File: src/rtl/scan_chk_pkg.sv
package scan_chk_pkg;

    typedef enum logic [2:0] {
        ST_IDLE,
        ST_LOAD,
        ST_LOW,
        ST_HIGH,
        ST_DONE
    } scan_state_e;

endpackage

File: src/rtl/scan_operand_store.sv
module scan_operand_store #(
    parameter  int MAX_GROUPS = 32,
    localparam int GIDX_W     = $clog2(MAX_GROUPS),
    localparam int CELL_W     = $clog2(MAX_GROUPS * 8)
) (
    input  logic              clk,
    input  logic              wr_en,
    input  logic [GIDX_W-1:0] wr_grp,
    input  logic [7:0]        stim_in,
    input  logic [7:0]        exp_in,
    input  logic [7:0]        mask_in,
    input  logic [CELL_W-1:0] cell_idx,
    output logic              stim_bit,
    output logic              exp_bit,
    output logic              mask_bit
);

    logic [7:0] stim_mem [MAX_GROUPS];
    logic [7:0] exp_mem  [MAX_GROUPS];
    logic [7:0] mask_mem [MAX_GROUPS];

    // one byte register per group, written in its own slot
    for (genvar g = 0; g < MAX_GROUPS; g++) begin : g_grp
        always_ff @(posedge clk) begin
            if (wr_en && (wr_grp == GIDX_W'(g))) begin
                stim_mem[g] <= stim_in;
                exp_mem[g]  <= exp_in;
                mask_mem[g] <= mask_in;
            end
        end
    end

    logic [GIDX_W-1:0] rd_grp;
    logic [2:0]        rd_bit;

    // lowest cell of a group sits in bit 7 of its byte
    always_comb begin
        rd_grp   = GIDX_W'(cell_idx >> 3);
        rd_bit   = 3'd7 - cell_idx[2:0];
        stim_bit = stim_mem[rd_grp][rd_bit];
        exp_bit  = exp_mem[rd_grp][rd_bit];
        mask_bit = mask_mem[rd_grp][rd_bit];
    end

endmodule

File: src/rtl/scan_mask_compare.sv
module scan_mask_compare (
    input  logic clk,
    input  logic rst_n,
    input  logic clr,
    input  logic sample_en,
    input  logic check_mode,
    input  logic tdo,
    input  logic exp_bit,
    input  logic mask_bit,
    output logic mismatch
);

    logic err_q;

    always_ff @(posedge clk or negedge rst_n) begin
        if (!rst_n) begin
            err_q <= 1'b0;
        end else if (clr) begin
            err_q <= 1'b0;
        end else if (sample_en && check_mode && mask_bit && (tdo != exp_bit)) begin
            err_q <= 1'b1;
        end
    end

    assign mismatch = err_q;

endmodule

File: src/rtl/scan_shift_ctrl.sv
module scan_shift_ctrl
    import scan_chk_pkg::*;
#(
    parameter  int MAX_GROUPS = 32,
    localparam int CNT_W      = $clog2(MAX_GROUPS + 1),
    localparam int GIDX_W     = $clog2(MAX_GROUPS),
    localparam int CELL_W     = $clog2(MAX_GROUPS * 8)
) (
    input  logic              clk,
    input  logic              rst_n,
    input  logic              start,
    input  logic              check_en,
    input  logic [CNT_W-1:0]  grp_count,
    input  logic              trip_valid,
    output logic              trip_ready,
    output logic              wr_en,
    output logic [GIDX_W-1:0] wr_grp,
    output logic [CELL_W-1:0] cell_idx,
    output logic              tck,
    output logic              tms,
    output logic              done,
    output logic              sample_en,
    output logic              clr_err,
    output logic              shifting,
    output logic              mode_q
);

    scan_state_e       st_q, st_d;
    logic [CNT_W-1:0]  groups_q, loads_q;
    logic [CELL_W-1:0] cell_q, last_cell;
    logic              mode_r;
    logic              accept, last_load, last_cell_hit;

    assign accept        = start && (st_q == ST_IDLE) && (grp_count != '0)
                           && (grp_count <= CNT_W'(MAX_GROUPS));
    assign last_load     = (loads_q == groups_q - 1'b1);
    assign last_cell     = CELL_W'({groups_q, 3'b000} - 1);
    assign last_cell_hit = (cell_q == last_cell);

    // state register
    always_ff @(posedge clk or negedge rst_n) begin
        if (!rst_n) begin
            st_q <= ST_IDLE;
        end else begin
            st_q <= st_d;
        end
    end

    // next state
    always_comb begin
        st_d = st_q;
        unique case (st_q)
            ST_IDLE: if (accept)                  st_d = ST_LOAD;
            ST_LOAD: if (trip_valid && last_load) st_d = ST_LOW;
            ST_LOW:                               st_d = ST_HIGH;
            ST_HIGH: st_d = last_cell_hit ? ST_DONE : ST_LOW;
            ST_DONE:                              st_d = ST_IDLE;
            default:                              st_d = ST_IDLE;
        endcase
    end

    // run parameters and counters
    always_ff @(posedge clk or negedge rst_n) begin
        if (!rst_n) begin
            groups_q <= '0;
            loads_q  <= '0;
            cell_q   <= '0;
            mode_r   <= 1'b0;
        end else begin
            if (accept) begin
                groups_q <= grp_count;
                mode_r   <= check_en;
                loads_q  <= '0;
                cell_q   <= '0;
            end
            if ((st_q == ST_LOAD) && trip_valid) begin
                loads_q <= loads_q + 1'b1;
            end
            if ((st_q == ST_HIGH) && !last_cell_hit) begin
                cell_q <= cell_q + 1'b1;
            end
        end
    end

    // outputs
    always_comb begin
        trip_ready = (st_q == ST_LOAD);
        wr_en      = (st_q == ST_LOAD) && trip_valid;
        wr_grp     = GIDX_W'(groups_q - loads_q - 1'b1);
        shifting   = (st_q == ST_LOW) || (st_q == ST_HIGH);
        tck        = (st_q == ST_HIGH);
        tms        = shifting && last_cell_hit;
        sample_en  = (st_q == ST_LOW);
        done       = (st_q == ST_DONE);
        clr_err    = accept;
        cell_idx   = cell_q;
        mode_q     = mode_r;
    end

endmodule

File: src/rtl/scan_shift_check.sv
module scan_shift_check #(
    parameter  int MAX_GROUPS = 32,
    localparam int CNT_W      = $clog2(MAX_GROUPS + 1),
    localparam int GIDX_W     = $clog2(MAX_GROUPS),
    localparam int CELL_W     = $clog2(MAX_GROUPS * 8)
) (
    input  logic             clk,
    input  logic             rst_n,
    input  logic             start,
    input  logic             check_en,
    input  logic [CNT_W-1:0] grp_count,
    input  logic             trip_valid,
    output logic             trip_ready,
    input  logic [7:0]       trip_stim,
    input  logic [7:0]       trip_exp,
    input  logic [7:0]       trip_mask,
    output logic             tck,
    output logic             tms,
    output logic             tdi,
    input  logic             tdo,
    output logic             done,
    output logic             mismatch
);

    logic              wr_en, sample_en, clr_err, shifting, mode_q;
    logic [GIDX_W-1:0] wr_grp;
    logic [CELL_W-1:0] cell_idx;
    logic              stim_bit, exp_bit, mask_bit;

    scan_shift_ctrl #(.MAX_GROUPS(MAX_GROUPS)) u_ctrl (
        .clk        (clk),
        .rst_n      (rst_n),
        .start      (start),
        .check_en   (check_en),
        .grp_count  (grp_count),
        .trip_valid (trip_valid),
        .trip_ready (trip_ready),
        .wr_en      (wr_en),
        .wr_grp     (wr_grp),
        .cell_idx   (cell_idx),
        .tck        (tck),
        .tms        (tms),
        .done       (done),
        .sample_en  (sample_en),
        .clr_err    (clr_err),
        .shifting   (shifting),
        .mode_q     (mode_q)
    );

    scan_operand_store #(.MAX_GROUPS(MAX_GROUPS)) u_store (
        .clk      (clk),
        .wr_en    (wr_en),
        .wr_grp   (wr_grp),
        .stim_in  (trip_stim),
        .exp_in   (trip_exp),
        .mask_in  (trip_mask),
        .cell_idx (cell_idx),
        .stim_bit (stim_bit),
        .exp_bit  (exp_bit),
        .mask_bit (mask_bit)
    );

    scan_mask_compare u_cmp (
        .clk        (clk),
        .rst_n      (rst_n),
        .clr        (clr_err),
        .sample_en  (sample_en),
        .check_mode (mode_q),
        .tdo        (tdo),
        .exp_bit    (exp_bit),
        .mask_bit   (mask_bit),
        .mismatch   (mismatch)
    );

    assign tdi = shifting & stim_bit;

endmodule

File: config.mk
export PLATFORM = sky130hd
export DESIGN_NAME = scan_shift_check
export DESIGN_NICKNAME = d
export VERILOG_FILES = /design/src/rtl/scan_chk_pkg.sv /design/src/rtl/scan_operand_store.sv /design/src/rtl/scan_mask_compare.sv /design/src/rtl/scan_shift_ctrl.sv /design/src/rtl/scan_shift_check.sv
export SDC_FILE = /design/constraint.sdc
export NUM_CORES = 1
export LEC_CHECK = 0
export BUFFER_PORTS_ARGS = -buffer_cell sky130_fd_sc_hd__buf_2
export CAP_MARGIN = 0
export CORE_UTILIZATION = 44
export CTS_CLUSTER_SIZE = 30
export DETAILED_ROUTE_END_ITERATION = 6
export GPL_ROUTABILITY_DRIVEN = 0
export GPL_TIMING_DRIVEN = 0
export PLACE_DENSITY_LB_ADDON = 0.05
export SETUP_SLACK_MARGIN = 0.15
export SLEW_MARGIN = 20
export SYNTH_ARGS = -nofsm -noshare
export SYNTH_HDL_FRONTEND = slang
export SYNTH_HIERARCHICAL = 1
export SYNTH_SLANG_ARGS = --single-unit
File: constraint.sdc
create_clock -name clk -period 5.54 [get_ports clk]
set_input_delay 0.554 -clock clk [delete_from_list [all_inputs] [get_ports clk]]
set_output_delay 0.554 -clock clk [all_outputs]
set_load 0.05 [all_outputs]
==> results_dict.tcl, run 1 <==
set metrics [dict create \
    clk_pin_slew_ns 0.06 \
    slowest_delay_ns 0.55 \
    worstPathCellList "buf_2 -> buf_4 -> buf_2 -> clkbuf_2 -> mux4_2 -> a221oi_1 -> o21ai_0 -> o211ai_1 -> o311ai_2 -> and2_1 -> buf_2" \
    cts_setup_buffers 0 \
    rsz0062_at_grt "no" \
    row_count 97 \
    ys_types 69 \
    fin_crit_ns 5.24 \
    start_kind "register" \
    cts_tree "yes" \
    fin_setup_tns_ns 0 \
    dieHeight_um 269 \
    grt_antenna_before_repair 1 \
    place_ws_ns 0.446 \
    die_w_um 269 \
    dp_hpwl_mm 61.0 \
    worst_pin_slew_ns 1.15 \
    core_area_um2 70300 \
    yosysSeqAreaShare_pct 75.7 \
    wl_per_cell_um 32.9 \
    grt_max_degree 33 \
    vias 16221 \
    die_area_um2 72200 \
    drive_gt1_share_pct 29.2 \
    ys_top_cells_by_count "768 x edfxtp_1, 191 x mux4_2, 57 x nand2_1" \
    skew_ns 0.0245 \
    drtIter0Drc 1501 \
    seq_area_um2 23700 \
    num_io_pins 42 \
    path_buf_inv 5 \
    synth.largest_area_cell "edfxtp_1" \
    crit_path_top_delay_cell "clkbuf_2" \
    fill_cells 5572 \
    grt_pass1_vias 16276 \
    cpLargestDelayFamily "buffers and inverters" \
    fin_ws_ns 0.300 \
    cts_sinks 793 \
    power_mw 12.3 \
    ys_ff_latch 793 \
    dr.pass1.iters 5 \
    max_freq_mhz 191 \
    critical_path_required_ns 4.99 \
    crit_fanout 10 \
    pwr_density_cell_nw_per_um2 334 \
    post-route-period-util_pct 94.6 \
    cp-end-kind "output port" \
    hold_viol 0 \
    io_buffers 41 \
    grt_pass1_wl_mm 124 \
    synth_top_area_share_pct 73.7 \
    crit_type "register to output port" \
    cts_buffers 86 \
    power_leakage_nw 11.6 \
    grt-ovfl-total 0 \
    root_buffer "clkbuf_16" \
    initial_core_util_pct 44.5 \
    yosysWarnings 6 \
    synth.most_common_cell "edfxtp_1" \
    path_common_cell "buf_2" \
    syn-cell-area_um2 31300 \
    synth_ff_type "edfxtp_1" \
    whs_ns 0.134 \
    syn-num-nets 1542 \
    multi_input_area_um2 7360 \
    drt-total-wl_mm 88.8 \
    avgSynthCellArea_um2 20.9 \
    syn_inst 1498 \
    clk_latency_ns 0.63 \
    worstHoldPathType "input port to register" \
    irDropWorstVdd_mv 0.263 \
    antenna_cells 0 \
    final-max-slew-violation-count 0 \
    maxCapViolations 0 \
    crit_arrival_ns 4.69 \
    synth_area_leaders "edfxtp_1 74%, mux4_2 14%, dfrtp_1 2.0%" \
    vias_per_cell 6.01 \
    synth_edf_count 768 \
    drc 0 \
    htreeDepth 3 \
    drtAntennaViolNets 0 \
    slew_headroom_pct 23.2 \
    synth-async-reset-ratio_pct 3.15 \
    nNetsFinal 1734 \
    setup-violations-final 0 \
    status "completed" \
    grtUsageTotal_pct 25.3 \
    clockBufferDepth 3 \
    area_growth_pct 17.2 \
]
area by class of cell:
| type | instances | area share [%] |
|---|---|---|
| multi-input cells | 611 | 20.1 |
| plain buffers | 79 | 1.23 |
| clock inverters | 45 | 1.08 |
| flip-flops and latches | 793 | 64.6 |
| repair buffers | 104 | 3.29 |
| inverters | 15 | 0.153 |
| well taps | 940 | 3.21 |
| clock buffers | 114 | 6.39 |
logic make-up (layout without fill, tap and decap cells):
logic type	Yosys count	in the layout	share of synthesized area (%)
buffers and inverters	94	357	1.54
and+or+nand+nor	210	210	3.49
adders and majority gates	8	8	0.344
DFF	793	793	75.7
AOI/OAI and AO/OA	145	145	3.42
xor gates and xnor gates	18	18	0.504
muxes	230	230	15.0
placed cells by master (no fill, tap or decap), types with 16 or more instances in the layout:
master	count
clkbuf_1	44
mux4_2	191
clkinv_1	25
buf_16	21
buf_4	47
mux2i_1	27
a21oi_1	20
nor2b_1	16
clkbuf_16	90
a22oi_1	27
nor2_4	24
buf_2	63
nand2_1	57
nand2b_1	17
edfxtp_1	768
dfrtp_1	25
nor2_1	27
timing repair:
action | 4_1_cts | 5_1_grt
hold endpoints to repair | 25 | 0
hold buffers | 1 | 0
gates resized for setup | 9 | 8
pin swaps | 0 | 0
endpoints found under the setup margin | 1 | 1
through the flow:
step / util, % / area (um^2) / cells
finish: 52.2 / 36700 / 2701
global route: 52.2 / 36700 / 2701
CTS: 52.2 / 36700 / 2701
detailed placement: 48.2 / 33900 / 2541
global placement: 46.5 / 32700 / 2479
floorplan: - / 31300 / 1498
worst min-delay path, delay by kind of cell:
family        cells  cell delay (ns)
buf+inv           1             0.09
simple gates      2             0.09
power breakdown:
part | total, mW | internal (mW) | switching, mW | leakage [nW]
clock network | 5.58 | 3.29 | 2.29 | 1.32
registers | 6.57 | 6.57 | 0 | 7.20
logic | 0.0966 | 0.0112 | 0.0853 | 3.11
total | 12.3 | 9.88 | 2.37 | 11.6
routing by layer:
metal  share of wire [%]  track usage (%)  vias up
met5                   0                0        -
met4                 2.3             6.27        0
met3                 6.3             4.79      103
met2                  49             41.0      549
met1                  43             35.6     8876
li1                    -                -     6693
worst paths after layout:
path / slack [ns] / end / from / depth (start not counted)
worst max-delay path: 0.30 / tdi / u_ctrl/cell_idx[4]$_DFFE_PN0P_ / 11
worst min-delay path: 0.13 / u_ctrl/groups_q[2]$_DFFE_PN0P_ / grp_count[2] / 3
worst max register to register: 1.16 / u_cmp/mismatch$_DFFE_PN0P_ / u_ctrl/cell_idx[7]$_DFFE_PN0P_ / 8
worst min register to register: 0.49 / u_ctrl/mode_q$_DFFE_PN0P_ / u_ctrl/mode_q$_DFFE_PN0P_ / 2
max in group asynchronous: 4.67 / u_ctrl/cell_idx[3]$_DFFE_PN0P_ / rst_n / 2
min in group asynchronous: 0.47 / u_ctrl/st_q[0]$_DFFE_PN0P_ / rst_n / 2
state kept, by name (all words and copies together) (netlist names):
name,flops
u_store/exp_mem,256
u_ctrl/mode_q,1
u_ctrl/st_q,3
u_store/stim_mem,256
u_ctrl/loads_q,6
u_store/mask_mem,256
u_ctrl/groups_q,6
u_cmp/mismatch,1
u_ctrl/cell_idx,8
(Power assumes the default switching activity.)
==> run 2, diff against run 1 <==
--- a/config.mk
+++ b/config.mk
@@ -5,6 +5,7 @@
 export SDC_FILE = /design/constraint.sdc
 export NUM_CORES = 1
 export LEC_CHECK = 0
+export ABC_AREA = 1
 export BUFFER_PORTS_ARGS = -buffer_cell sky130_fd_sc_hd__buf_2
 export CAP_MARGIN = 0
 export CORE_UTILIZATION = 44
==> constraint.sdc (replaced) <==
create_clock -name clk -period 5.7 [get_ports clk]
set_input_delay 0.57 -clock clk [delete_from_list [all_inputs] [get_ports clk]]
set_output_delay 0.57 -clock clk [all_outputs]
set_load 0.05 [all_outputs]
==> run 2 against run 1 <==
Non-clock buffer count rose by 63. Sequential power rose by 7.3%. Die area up 5.4%. Core utilization fell by 0.68 points. Critical path depth rose by 4. Global-route usage grew 3.3 points. First-iteration DRC count rose by 60%. Worst setup slack better by 0.96 ns. Clock skew shrank 0.0036 ns. Sequential cell count is the same. Sequential share of layout area is 2.7 points lower. Critical endpoint unchanged. Largest cell class unchanged.
==> results_dict.tcl, run 2 <==
set metrics [dict create \
    status "completed" \
    startpoint "u_ctrl/cell_idx[5]$_DFFE_PN0P_" \
    htreeDepth 3 \
    cts_setup_buffers 0 \
    ys_types 36 \
    ys_top_cells_by_count "908 x nand2_1, 770 x nand3_1, 768 x edfxtp_1" \
    p_switching_mw 7.17 \
    drtAntennaViolNets 0 \
    nNetsFinal 3022 \
    fin_crit_ns 4.44 \
    syn-cell-area_um2 33000 \
    wl_per_cell_um 26.9 \
    drt-total-wl_mm 108 \
    critical_path_required_ns 5.13 \
    row_count 100 \
    cts_resized 0 \
    synth_top_area_share_pct 69.9 \
    drive_gt1_share_pct 13.5 \
    cts_sinks 793 \
    avgSynthCellArea_um2 11.7 \
    cts_buffers 85 \
    synth_edf_count 768 \
    vias_per_cell 5.66 \
    crit_arrival_ns 3.87 \
    grt_max_degree 33 \
    rsz0062_at_grt "no" \
    syn-num-nets 2859 \
    core_area_um2 74300 \
    yosysWarnings 6 \
    r2r-start "u_ctrl/groups_q[0]$_DFFE_PN0P_" \
    pwr_density_cell_nw_per_um2 500 \
    worst_pin_slew_ns 1.14 \
    crit_type "register to output port" \
    hold_start "check_en" \
    setup-violations-final 0 \
    p_comb_share_pct 33.7 \
    yosysSeqAreaShare_pct 71.8 \
    synth.most_common_cell "nand2_1" \
    cp-end-kind "output port" \
    synth_ff_type "edfxtp_1" \
    syn_inst 2815 \
    layout_commonest_cell "nand2_1" \
    ys_ff_latch 793 \
    postCtsHoldBufs 1 \
    slew_headroom_pct 23.8 \
    synth.largest_area_cell "edfxtp_1" \
    grt_pass1_vias 21014 \
    drc 0 \
    max_freq_mhz 225 \
    grt_pass1_wl_mm 152 \
    reg2regPathDepth 9 \
    r2r-end "u_store/exp_mem[31][6]$_DFFE_PP_" \
    crit_fanout 10 \
    dieHeight_um 276 \
    post-route-period-util_pct 77.9 \
    grt-ovfl-total 0 \
    vias 22718 \
    root_buffer "clkbuf_16" \
    area_growth_pct 16.1 \
    grt_antenna_before_repair 3 \
    pwr-share-clk_pct 29.5 \
    clockBufferDepth 3 \
    worstHoldPathType "input port to register" \
    fin_setup_tns_ns 0 \
    irDropWorstVdd_mv 0.277 \
    dp_hpwl_mm 74.5 \
    clk_pin_slew_ns 0.06 \
    top_regs "u_store/exp_mem: 256 flops, u_store/mask_mem: 256 flops, u_store/stim_mem: 256 flops" \
    dp_cells 3859 \
    maxCapViolations 0 \
    dr.pass1.iters 6 \
    initial_core_util_pct 44.4 \
    final-max-slew-violation-count 0 \
    die_area_um2 76100 \
    fin_cells 4016 \
    drtIter0Drc 2400 \
    power_leakage_nw 13.9 \
    seq_power_share_pct 36.8 \
    internal_power_mw 12.0 \
    cts_tree "yes" \
    io_buffers 41 \
    die_w_um 276 \
    endpoint "tdi" \
    swShare_pct 37.5 \
    skew_ns 0.0209 \
    hold_viol 0 \
    final_cell_mix "908 x nand2_1, 770 x nand3_1, 768 x edfxtp_1" \
    num_io_pins 42 \
    r2r_setup_slack_ns 2.08 \
    clk_latency_ns 0.64 \
    start_kind "register" \
    synth-async-reset-ratio_pct 3.15 \
    synth_area_leaders "edfxtp_1 70%, nand3_1 12%, nand2_1 10%" \
    grtUsageTotal_pct 28.6 \
]
## run 2: cell types whose count changed after synthesis, moves of 31 or more
cell,delta
nand2_1,+851
nand3_1,+759
mux4_2,-191
buf_2,+70
inv_1,+33
buf_6,+31
## run 2: metal layers
| layer | vias to the layer above | wire length, um | GRT usage, % |
|---|---|---|---|
| li1 | 10274 | - | - |
| met1 | 11379 | 46700 | 41.1 |
| met2 | 912 | 49800 | 44.9 |
| met3 | 153 | 8320 | 4.37 |
| met4 | 0 | 3120 | 8.86 |
| met5 | - | 0 | 0 |
## run 2: per-stage QoR
| step | instance area (um^2) | power, mW | worst slack (ns) | util (%) | hold WS (ns) |
|---|---|---|---|---|---|
| 6_report | 38300 | 19.2 | 1.26 | 51.5 | 0.157 |
| 2_1_floorplan | 33000 | 10.8 | 2.27 | - | 0.274 |
| 5_1_grt | 38300 | 19.9 | 1.10 | 51.5 | 0.145 |
| 3_3_place_gp | 34400 | 13.2 | 0.567 | 46.3 | 0.458 |
| 4_1_cts | 38300 | 19.2 | 1.24 | 51.5 | 0.123 |
| 3_5_place_dp | 35400 | 13.5 | 1.89 | 47.7 | 0.466 |
## run 2: worst min path at each step
stage	depth (start not counted)	slack, ns	to
global route	3	0.15	u_ctrl/mode_q$_DFFE_PN0P_
floorplan	0	0.27	u_cmp/mismatch$_DFFE_PN0P_
finish	3	0.16	u_ctrl/mode_q$_DFFE_PN0P_
CTS	3	0.12	u_ctrl/mode_q$_DFFE_PN0P_
detailed placement	2	0.47	u_ctrl/mode_q$_DFFE_PN0P_
global placement	2	0.46	u_ctrl/mode_q$_DFFE_PN0P_
## run 2: cells by family (layout without fill, tap and decap cells)
kind of cell	Yosys count	in the layout	synth area share, %
adders and majority gates	8	8	0.326
xor gates and xnor gates	11	11	0.292
and+or+nand+nor	1758	1758	23.2
other	0	2	0
DFF	793	793	71.8
buffers and inverters	226	456	4.04
AOI/OAI and AO/OA	19	19	0.319
## run 2: worst max-delay path: stages (launching register included)
cell	delay [ns]
dfrtp_1	0.47
buf_2	0.25
inv_2	0.17
buf_2	0.44
buf_2	0.37
nand3_1	0.17
nand3_1	0.17
nand3_1	0.26
nand2_1	0.14
nand2_1	0.06
nand3_1	0.08
nand3_1	0.07
nand2_1	0.20
nand2_1	0.08
inv_1	0.05
buf_2	0.25
## run 2: area by class of cell
cell class                      count  area [um^2]
Buffer                            170         1120
Antenna cell                        2         5.00
Timing Repair Buffer               76          986
Sequential cell                   793        23700
Clock inverter                     50          537
Multi-Input combinational cell   1796         8210
Inverter                           56          215
Tap cell                          969         1210
Fill cell                        6513        36000
Clock buffer                      104         2310
## run 2: power by group through the flow
stage	clock network (mW)	logic [mW]	registers (mW)
after detailed placement	0	6.37	7.16
final	5.66	6.45	7.05
after global placement	0	6.00	7.19
after floorplan	0	3.68	7.13
after CTS	5.74	6.38	7.04
after global routing	5.95	6.92	7.07
